<file path="src/rtl/gpio_port_ovr.sv">
module gpio_port_ovr #(
  parameter int NPINS    = 6,
  parameter int AW       = 8,
  parameter int DW       = 8,
  parameter logic [AW-1:0] DATA_OFS = 'h10,
  parameter logic [AW-1:0] PIN_OFS  = 'h11,
  parameter logic [AW-1:0] DIR_OFS  = 'h12
) (
  input  logic             clk,
  input  logic             rst_n,
  input  logic             bus_sel,
  input  logic             bus_wr,
  input  logic [AW-1:0]    bus_addr,
  input  logic [DW-1:0]    bus_wdata,
  output logic [DW-1:0]    bus_rdata,
  input  logic [NPINS-1:0] periph_tx_en,
  input  logic [NPINS-1:0] periph_tx_data,
  input  logic [NPINS-1:0] periph_rx_en,
  input  logic [NPINS-1:0] pad_in,
  output logic [NPINS-1:0] pad_out,
  output logic [NPINS-1:0] pad_oe
);
  localparam int PADW = DW - NPINS;

  logic [NPINS-1:0] dir_q, out_q, sync1_q, sync2_q, eff_dir, mixed;
  logic [1:0]       age_q;
  logic             wr_dir, wr_out;
  logic             unused_wdata_hi;

  assign unused_wdata_hi = ^bus_wdata[DW-1:NPINS];
  assign wr_dir = bus_sel && bus_wr && (bus_addr == DIR_OFS);
  assign wr_out = bus_sel && bus_wr && (bus_addr == DATA_OFS);

  always_ff @(posedge clk or negedge rst_n) begin
    if (!rst_n) begin
      dir_q <= '0;
      out_q <= '0;
    end else begin
      if (wr_dir) dir_q <= bus_wdata[NPINS-1:0];
      if (wr_out) out_q <= bus_wdata[NPINS-1:0];
    end
  end

  always_ff @(posedge clk or negedge rst_n) begin
    if (!rst_n) begin
      sync1_q <= '0;
      sync2_q <= '0;
      age_q   <= '0;
    end else begin
      sync1_q <= pad_in;
      sync2_q <= sync1_q;
      if (age_q != 2'd3) age_q <= age_q + 2'd1;
    end
  end

  for (genvar i = 0; i < NPINS; i++) begin : g_pin
    assign eff_dir[i] = periph_tx_en[i] | (~periph_rx_en[i] & dir_q[i]);
    assign pad_out[i] = periph_tx_en[i] ? periph_tx_data[i] : out_q[i];
    assign mixed[i]   = eff_dir[i] ? out_q[i] : sync2_q[i];
  end
  assign pad_oe = eff_dir;

  always_comb begin
    bus_rdata = '0;
    if (bus_sel && !bus_wr) begin
      unique case (bus_addr)
        DATA_OFS: bus_rdata = {{PADW{1'b0}}, mixed};
        PIN_OFS:  bus_rdata = {{PADW{1'b0}}, sync2_q};
        DIR_OFS:  bus_rdata = {{PADW{1'b0}}, dir_q};
        default:  bus_rdata = '0;
      endcase
    end
  end

  p_dir_hi_zero_r2: assert property (@(posedge clk) disable iff (!rst_n)
    (bus_sel && !bus_wr && bus_addr == DIR_OFS) |-> bus_rdata[DW-1:NPINS] == '0);

  p_dir_write_r2: assert property (@(posedge clk) disable iff (!rst_n)
    wr_dir |=> dir_q == $past(bus_wdata[NPINS-1:0]));

  p_tx_forces_out_r4: assert property (@(posedge clk) disable iff (!rst_n)
    ((periph_tx_en & ~pad_oe) == '0) && (((pad_out ^ periph_tx_data) & periph_tx_en) == '0));

  p_rx_forces_in_r5: assert property (@(posedge clk) disable iff (!rst_n)
    (periph_rx_en & ~periph_tx_en & pad_oe) == '0);

  p_sync_lag_r9: assert property (@(posedge clk) disable iff (!rst_n)
    (age_q >= 2'd2) |-> sync2_q == $past(pad_in, 2));

  p_pin_ro_r11: assert property (@(posedge clk) disable iff (!rst_n)
    (bus_sel && bus_wr && bus_addr == PIN_OFS) |=> $stable(dir_q) && $stable(out_q));
endmodule

</file>
<file path="config.mk">
export PLATFORM = sky130hd
export DESIGN_NAME = gpio_port_ovr
export DESIGN_NICKNAME = d
export VERILOG_FILES = /design/src/rtl/gpio_port_ovr.sv
export SDC_FILE = /design/constraint.sdc
export NUM_CORES = 1
export LEC_CHECK = 0
export BUFFER_PORTS_ARGS = -buffer_cell sky130_fd_sc_hd__buf_2
export CAP_MARGIN = 30
export CORE_MARGIN = 4
export CORE_UTILIZATION = 40
export CTS_BUF_LIST = sky130_fd_sc_hd__clkbuf_8
export CTS_CLUSTER_DIAMETER = 80
export DETAILED_ROUTE_END_ITERATION = 10
export PLACE_DENSITY = 0.81
export SETUP_SLACK_MARGIN = 0.02
export SLEW_MARGIN = 20
export SYNTH_ARGS = -nofsm -noshare
export SYNTH_HDL_FRONTEND = slang
export SYNTH_SLANG_ARGS = --single-unit
</file>
<file path="constraint.sdc">
create_clock -name clk -period 1.3 [get_ports clk]
set_input_delay 0.26 -clock clk [delete_from_list [all_inputs] [get_ports clk]]
set_output_delay 0.26 -clock clk [all_outputs]
set_load 0.005 [all_outputs]
</file>
* Word-level counts from Yosys, hierarchy flattened
Index checks and enable logic that the tools add are counted.
** Word-level totals
- Flip-flop bits (word level) :: 24
- Input port bits :: 44
- Output and inout bits :: 20
- Word-level logic and storage cells :: 44
** Operators by class
- Equal/unequal tests :: 3
- Multiplexer cells :: 14
- Bitwise operators :: 18
- Reductions and logical operators :: 5
** Operators with widths (number)
- $eq 8x5->1 const B :: 3
- $pmux 6 s3 :: 1
- $mux 1 :: 12
- $and 1x1->1 :: 6
- $mux 6 :: 1
- $not 1->1 :: 6
- $or 1x1->1 :: 6
- $logic_and 1x1->1 :: 4
- $logic_not 1->1 :: 1

* Longest topological paths before layout
Gate-level depths: netlist of the first run.
- Word-level depth :: 6
- Mapped depth :: 4
- Depth with buffers taken out :: 3

* Worst setup path after synthesis of the first run
No wires, ideal clock.
- Path kind :: input-to-reg
- From :: in bus_addr[5]
- To :: reg out_q[0]
- Setup time :: 0.125 ns
- Arrival :: 1.229 ns
- Slack :: -0.054 ns
- Stages :: 4
- Buffers on the path :: 1
- Cells stage by stage :: nor3b_1 -> and4b_1 -> buf_6 -> mux2_4
** Between the ends
- Longest elaborated chain between the ends :: 2
** Ends and longest elaborated chain
- from (decl) :: line 13 : input logic [AW-1:0] bus_addr,
- $eq 8x5->1 :: line 32 : assign wr_out = bus_sel && bus_wr && (bus_addr == DATA_OFS);
- $logic_and 1x1->1 :: line 32
- to (signal assigned) :: line 40 : if (wr_out) out_q <= bus_wdata[NPINS-1:0];
- to (decl) :: line 25 : logic [NPINS-1:0] dir_q, out_q, sync1_q, sync2_q, eff_dir, mixed;
Every way passes these cells.
A chain may end at the register's enable or synchronous reset.

* Final worst setup path of the first run
- From :: reg dir_q[4]
- To :: out bus_rdata[4]
** Between the ends
- Longest elaborated chain between the ends :: 5
** Ends and longest elaborated chain
- from (decl) :: line 25
- from (signal assigned) :: line 39 : if (wr_dir) dir_q <= bus_wdata[NPINS-1:0];
- $and 1x1->1 :: line 57 : assign eff_dir[i] = periph_tx_en[i] | (~periph_rx_en[i] & dir_q[i]);
- $or 1x1->1 :: line 57
- $mux 1 :: line 59 : assign mixed[i] = eff_dir[i] ? out_q[i] : sync2_q[i];
- $pmux 6 s3 * :: line 66 : unique case (bus_addr)
- $mux 6 * :: line 65 : if (bus_sel && !bus_wr) begin
- to (decl) :: line 15 : output logic [DW-1:0] bus_rdata,
Every way passes the cells marked *; elsewhere a longest branch is shown, timed or not.

==> results.json, run 1 <==
{
  "outcome": "finished with violations",
  "violations": "negative setup slack",
  "end_kind": "output port",
  "crit_buf_inv": 1,
  "hp-class": "input port to register",
  "yosys_warnings": 0,
  "rsz0062_at_grt": "yes",
  "die_h_um": 64.8,
  "r2r-end": "dir_q[0]",
  "drtPass1Iterations": 4,
  "worst_slew_pin_slew_ns": 0.504,
  "portBuffers": 59,
  "cp_slowest_stage_delay_ns": 0.39,
  "post_drt_wl_per_cell_um": 13.1,
  "dp_hpwl_um": 2520,
  "gp_congestion": 0.752,
  "root_buffer": "clkbuf_8",
  "fin_crit_ns": 1.53,
  "clk_pin_slew_ns": 0.08,
  "cts_made_buffers": 3,
  "n_antenna_cell": 0,
  "fmax_mhz": 655,
  "min_from": "pad_in[0]",
  "path_cells": "a2111o_1, a31oi_1, buf_2",
  "clock_path_buffers": 2,
  "setup_slack_ns": -0.228,
  "grt_remaining_overflow": 0,
  "hold_violations": 0,
  "synthTopCellsByArea": "dfrtp_1 (46%), nand2b_1 (7.3%), mux2_4 (7.0%), mux2_2 (6.1%), nor2b_1 (3.9%)",
  "slew_headroom": 0.664,
  "synth.area.mux_share": 0.131,
  "cts_max_level": 1,
  "cap_violations": 0,
  "antenna_found_initial": 0,
  "power_mw": 1.68,
  "drt_iter0_drc": 24,
  "synthAdderAreaFrac": 0,
  "via_per_inst": 4.76,
  "maxSlewViolCount": 0,
  "synth_commonest_cells": "dfrtp_1 (24), nand2b_1 (15), nor2b_1 (8), inv_1 (7), mux2_2 (7)",
  "grt_pass1_wl_um": 5190,
  "synth-async-reset-ratio": 1.00,
  "drc": 0,
  "synth_edf_count": 0,
  "setup.worst_path.class": "register to output port",
  "min_to": "sync1_q[0]",
  "synth_top_area_cell": "dfrtp_1",
  "vdd_ir_drop_max_uv": 853,
  "ios": 64,
  "cpLargestDelayFamily": "compound AO/OA/AOI/OAI gates",
  "power_density_nw_per_um2": 876,
  "crit_fanout": 2,
  "layout-drive-gt1-share": 0.515,
  "finalSetupViolCount": 10,
  "syn_inst": 117,
  "gr-usage-all-layers": 0.162,
  "wirelength_um": 3200,
  "cp-start-kind": "register",
  "yosysMostFrequentCell": "dfrtp_1",
  "syn_to_final_growth_pct": 48.2,
  "yosys_register_bits": 24,
  "num-nets-final": 245,
  "vias": 1162,
  "cts_tree": "yes",
  "fin_area_um2": 1920,
  "worst-r2r-setup-slack_ns": 0.39,
  "tns_ns": -1.32,
  "worstHoldPathCells": 1,
  "syn_area_per_cell_um2": 11.0,
  "synth_top_family_by_area": "simple AND/OR/NAND/NOR gates",
  "yosysUniqueCellTypes": 26,
  "clock_latency_ns": 0.26,
  "synthSimpleGateAreaFrac": 0.215,
  "placeableCoreArea_um2": 3080,
  "reg2regPathDepth": 2,
  "synth_xor_area_frac": 0,
  "skew_ns": 0.00101,
  "rows": 20,
  "crit_arrival_ns": 1.27,
  "synth-main-ff-cell": "dfrtp_1",
  "cp.required_ns": 1.04,
  "grt_max_degree": 25,
  "synth_area_um2": 1290,
  "grt_pass1_vias": 1149,
  "fp.dieW_um": 64.8,
  "r2r-start": "dir_q[0]",
  "synth_compound_area_frac": 0.139,
  "place_area_um2": 1750,
  "cpMaxStageDelayCell": "dfrtp_1",
  "initial_core_util": 0.420,
  "synth_top_area_share": 0.465,
  "ant_nets": 0,
  "period_share": 1.18,
  "p_leak_nw": 0.956,
  "yosysSeqAreaShare": 0.465,
  "numClockSinks": 24,
  "die_area_um2": 4200
}
[placed cells by master (no fill, tap or decap), types with 2 or more instances in the layout]
cell type and count:
mux2_2 6, a211o_1 5, conb_1 2, mux2_4 7, a21o_1 2, buf_6 3
buf_4 22, nand3b_1 6, a31oi_1 6, clkbuf_8 3, buf_2 56, dfrtp_1 24
o21ai_1 3, nand2b_1 15, nand2_1 6, a22oi_1 5, nor2b_1 8, o21ai_0 3
inv_1 7
[stage by stage]
step / utilization / hold WS (ns) / setup WS (ns) / instances
floorplan: - / -0.0356 / -0.0370 / 118
global placement: 0.568 / 0.256 / -0.211 / 232
detailed placement: 0.568 / 0.262 / -0.226 / 232
CTS: 0.613 / 0.0890 / -0.238 / 243
global route: 0.622 / 0.0771 / -0.336 / 244
finish: 0.622 / 0.0939 / -0.228 / 244
[repair_timing]
item                                    4_1_cts  5_1_grt
gates cloned                                  0        0
hold buffers                                  1        0
resized for setup                             2        7
setup buffers                                 6        2
hold endpoints to repair                     24        0
endpoints found under the setup margin       13       28
pin swaps                                     2        2
[power by group]
group	internal (mW)	switching [mW]	leakage [nW]
sequential	0.774	0.0115	0.306
combinational	0.139	0.110	0.613
clock	0.411	0.232	0.0357
total	1.33	0.353	0.956
[cell type report]
type | count | area (um^2)
Clock inverter | 1 | 30.0
Tap cell | 44 | 55.1
Timing Repair Buffer | 83 | 509
Multi-Input combinational cell | 82 | 653
Clock buffer | 3 | 41.3
Fill cell | 258 | 1160
Inverter | 7 | 26.3
Sequential cell | 24 | 601
[metal layers]
metal,routed length [um],track usage,vias up
met2,1800,0.301,31
met4,14,0.0290,0
li1,-,-,575
met5,0,0,-
met1,1200,0.181,554
met3,185,0.0485,2
[logic make-up after synthesis]
family,after synthesis
flip-flops,24
multiplexers,13
buffers and inverters,12
AND/OR/NAND/NOR,41
other,1
AO/OA/AOI/OAI,26
[worst max path at each step]
stage                      startpoint      endpoint  slack (ns)  cells past startpoint
after floorplan           bus_addr[6]      out_q[0]       -0.04                      4
after global placement    bus_addr[6]      out_q[1]       -0.21                      5
after detailed placement  bus_addr[6]      out_q[2]       -0.23                      5
after CTS                    dir_q[4]  bus_rdata[4]       -0.24                      3
after global routing         dir_q[4]  bus_rdata[4]       -0.34                      3
final                        dir_q[4]  bus_rdata[4]       -0.23                      3
[sequential cells by signal, indices dropped and copies added, names as in the netlist]
register,count
out_q,6
sync1_q,6
sync2_q,6
dir_q,6
Note: power is estimated with default switching activity, not from simulation.
==> run 2: changes to the inputs <==
Clock period 1.3 ns to 1.75 ns, I/O delays scaled along.
==> run 2 against run 1 <==
Net effect:
- the flow now finishes without violations
- routed wire length shrank 7.5%
- worst hold slack lost 0.042 ns
- clock power fell by 51%
- setup slack improved by 0.32 ns
- die area did not move
- design area fell by 11%
- critical path type is now input port to output port
- largest cell class unchanged
- largest power group unchanged
==> results.json, run 2 (synthesis gave the netlist of run 1 again) <==
{
  "rows": 20,
  "grt_pass1_wl_um": 4950,
  "cp.required_ns": 1.40,
  "layout-drive-gt1-share": 0.467,
  "placeableCoreArea_um2": 3080,
  "num-nets-final": 228,
  "r2r-start": "dir_q[4]",
  "clock_latency_ns": 0.26,
  "gr-usage-all-layers": 0.153,
  "place_area_um2": 1660,
  "grt_remaining_overflow": 0,
  "grt_max_degree": 25,
  "drtPass1Iterations": 4,
  "fmax_mhz": 605,
  "fp.dieW_um": 64.8,
  "dp_hpwl_um": 2350,
  "finalSetupViolCount": 0,
  "maxSlewViolCount": 0,
  "crit_fanout": 17,
  "initial_core_util": 0.420,
  "vdd_ir_drop_max_uv": 530,
  "post_drt_wl_per_cell_um": 13.1,
  "drt_iter0_drc": 32,
  "portBuffers": 59,
  "fin_area_um2": 1710,
  "hold_violations": 0,
  "period_share": 0.945,
  "fillCellCount": 288,
  "via_per_inst": 4.86,
  "die_area_um2": 4200,
  "clk_pin_slew_ns": 0.08,
  "fin_crit_ns": 1.65,
  "antenna_found_initial": 0,
  "gp_congestion": 0.713,
  "final_common_cell": "buf_2",
  "power_density_nw_per_um2": 617,
  "wirelength_um": 2960,
  "p_leak_nw": 0.850,
  "grt_pass1_vias": 1116,
  "tns_ns": 0,
  "numClockSinks": 24,
  "end_kind": "output port",
  "worst-r2r-setup-slack_ns": 0.87,
  "reg2regPathDepth": 2,
  "cts_tree": "yes",
  "multiInputGateArea_um2": 636,
  "setup.worst_path.class": "input port to output port",
  "n_antenna_cell": 0,
  "crit_start": "bus_addr[1]",
  "vias": 1098,
  "cap_violations": 0,
  "ios": 64,
  "ant_nets": 0,
  "cp-start-kind": "input port",
  "crit_arrival_ns": 1.30,
  "hp-class": "input port to async pin",
  "syn_to_final_growth_pct": 32.0,
  "skew_ns": 0.00132,
  "worst_slew_pin_slew_ns": 0.513,
  "die_h_um": 64.8,
  "rsz0062_at_grt": "yes",
  "mostFrequentLayoutCells": "buf_2 (59), dfrtp_1 (24), nand2b_1 (15), nor2b_1 (8)",
  "cts_max_level": 1,
  "r2r-end": "dir_q[4]",
  "clock_path_buffers": 2,
  "slew_headroom": 0.658,
  "drc": 0,
  "outcome": "finished, final reports clean",
  "seq_area_um2": 601,
  "cts_made_buffers": 3,
  "root_buffer": "clkbuf_8"
}
## run 2: changes by cell type in the layout (fill, tap and decap cells not counted), sizes merged
cell,previous run,this run
bufinv,1,0
buf,82,66
dlygate4sd3,1,0
## run 2: area by class of cell
cell class | instances | share of cell area
inverters | 7 | 0.0154
clock buffers | 3 | 0.0242
flip-flops and latches | 24 | 0.352
multi-input cells | 82 | 0.372
repair buffers | 66 | 0.204
well taps | 44 | 0.0323
## run 2: power breakdown
part | switching [mW] | internal [mW]
registers | 0.00868 | 0.575
logic | 0.0744 | 0.0822
clock network | 0.159 | 0.154
total | 0.242 | 0.811
## run 2: worst max-delay path by stage
stage / cells past startpoint / endpoint / slack [ns]
after floorplan: 4 / out_q[0] / 0.31
after global routing: 4 / bus_rdata[2] / 0.01
after CTS: 5 / bus_rdata[3] / 0.02
final: 5 / bus_rdata[3] / 0.1
after global placement: 5 / bus_rdata[0] / 0.06
after detailed placement: 5 / bus_rdata[1] / 0.01
## run 2: what timing repair did
item / 4_1_cts / 5_1_grt
buffers inserted: 0 / 1
setup endpoints to repair: 0 / 6
resized for setup: 0 / 1
hold buffers: 0 / 0
## run 2: stage by stage
stage / util / total power [mW] / instances / setup slack (ns) / hold WS (ns)
4_1_cts: 0.552 / 1.06 / 225 / 0.0233 / 0.0660
2_1_floorplan: - / 0.661 / 118 / 0.306 / 0.0544
3_3_place_gp: 0.538 / 0.747 / 222 / 0.0605 / 0.332
6_report: 0.554 / 1.05 / 226 / 0.0966 / 0.0519
5_1_grt: 0.554 / 1.12 / 226 / 0.0126 / 0.0772
3_5_place_dp: 0.538 / 0.753 / 222 / 0.00980 / 0.335
## run 2: layer usage
layer  global-route usage  share of wire  up-vias
li1                     -              -      539
met1                0.174           0.40      518
met2                0.281           0.52       39
met3               0.0364          0.076        2
met4               0.0449         0.0068        0
met5                    0              0        -
## run 2: critical path, stage by stage
cell,delay [ns]
buf_2,0.25
and2b_2,0.28
a22oi_1,0.11
a31oi_1,0.17
buf_2,0.14
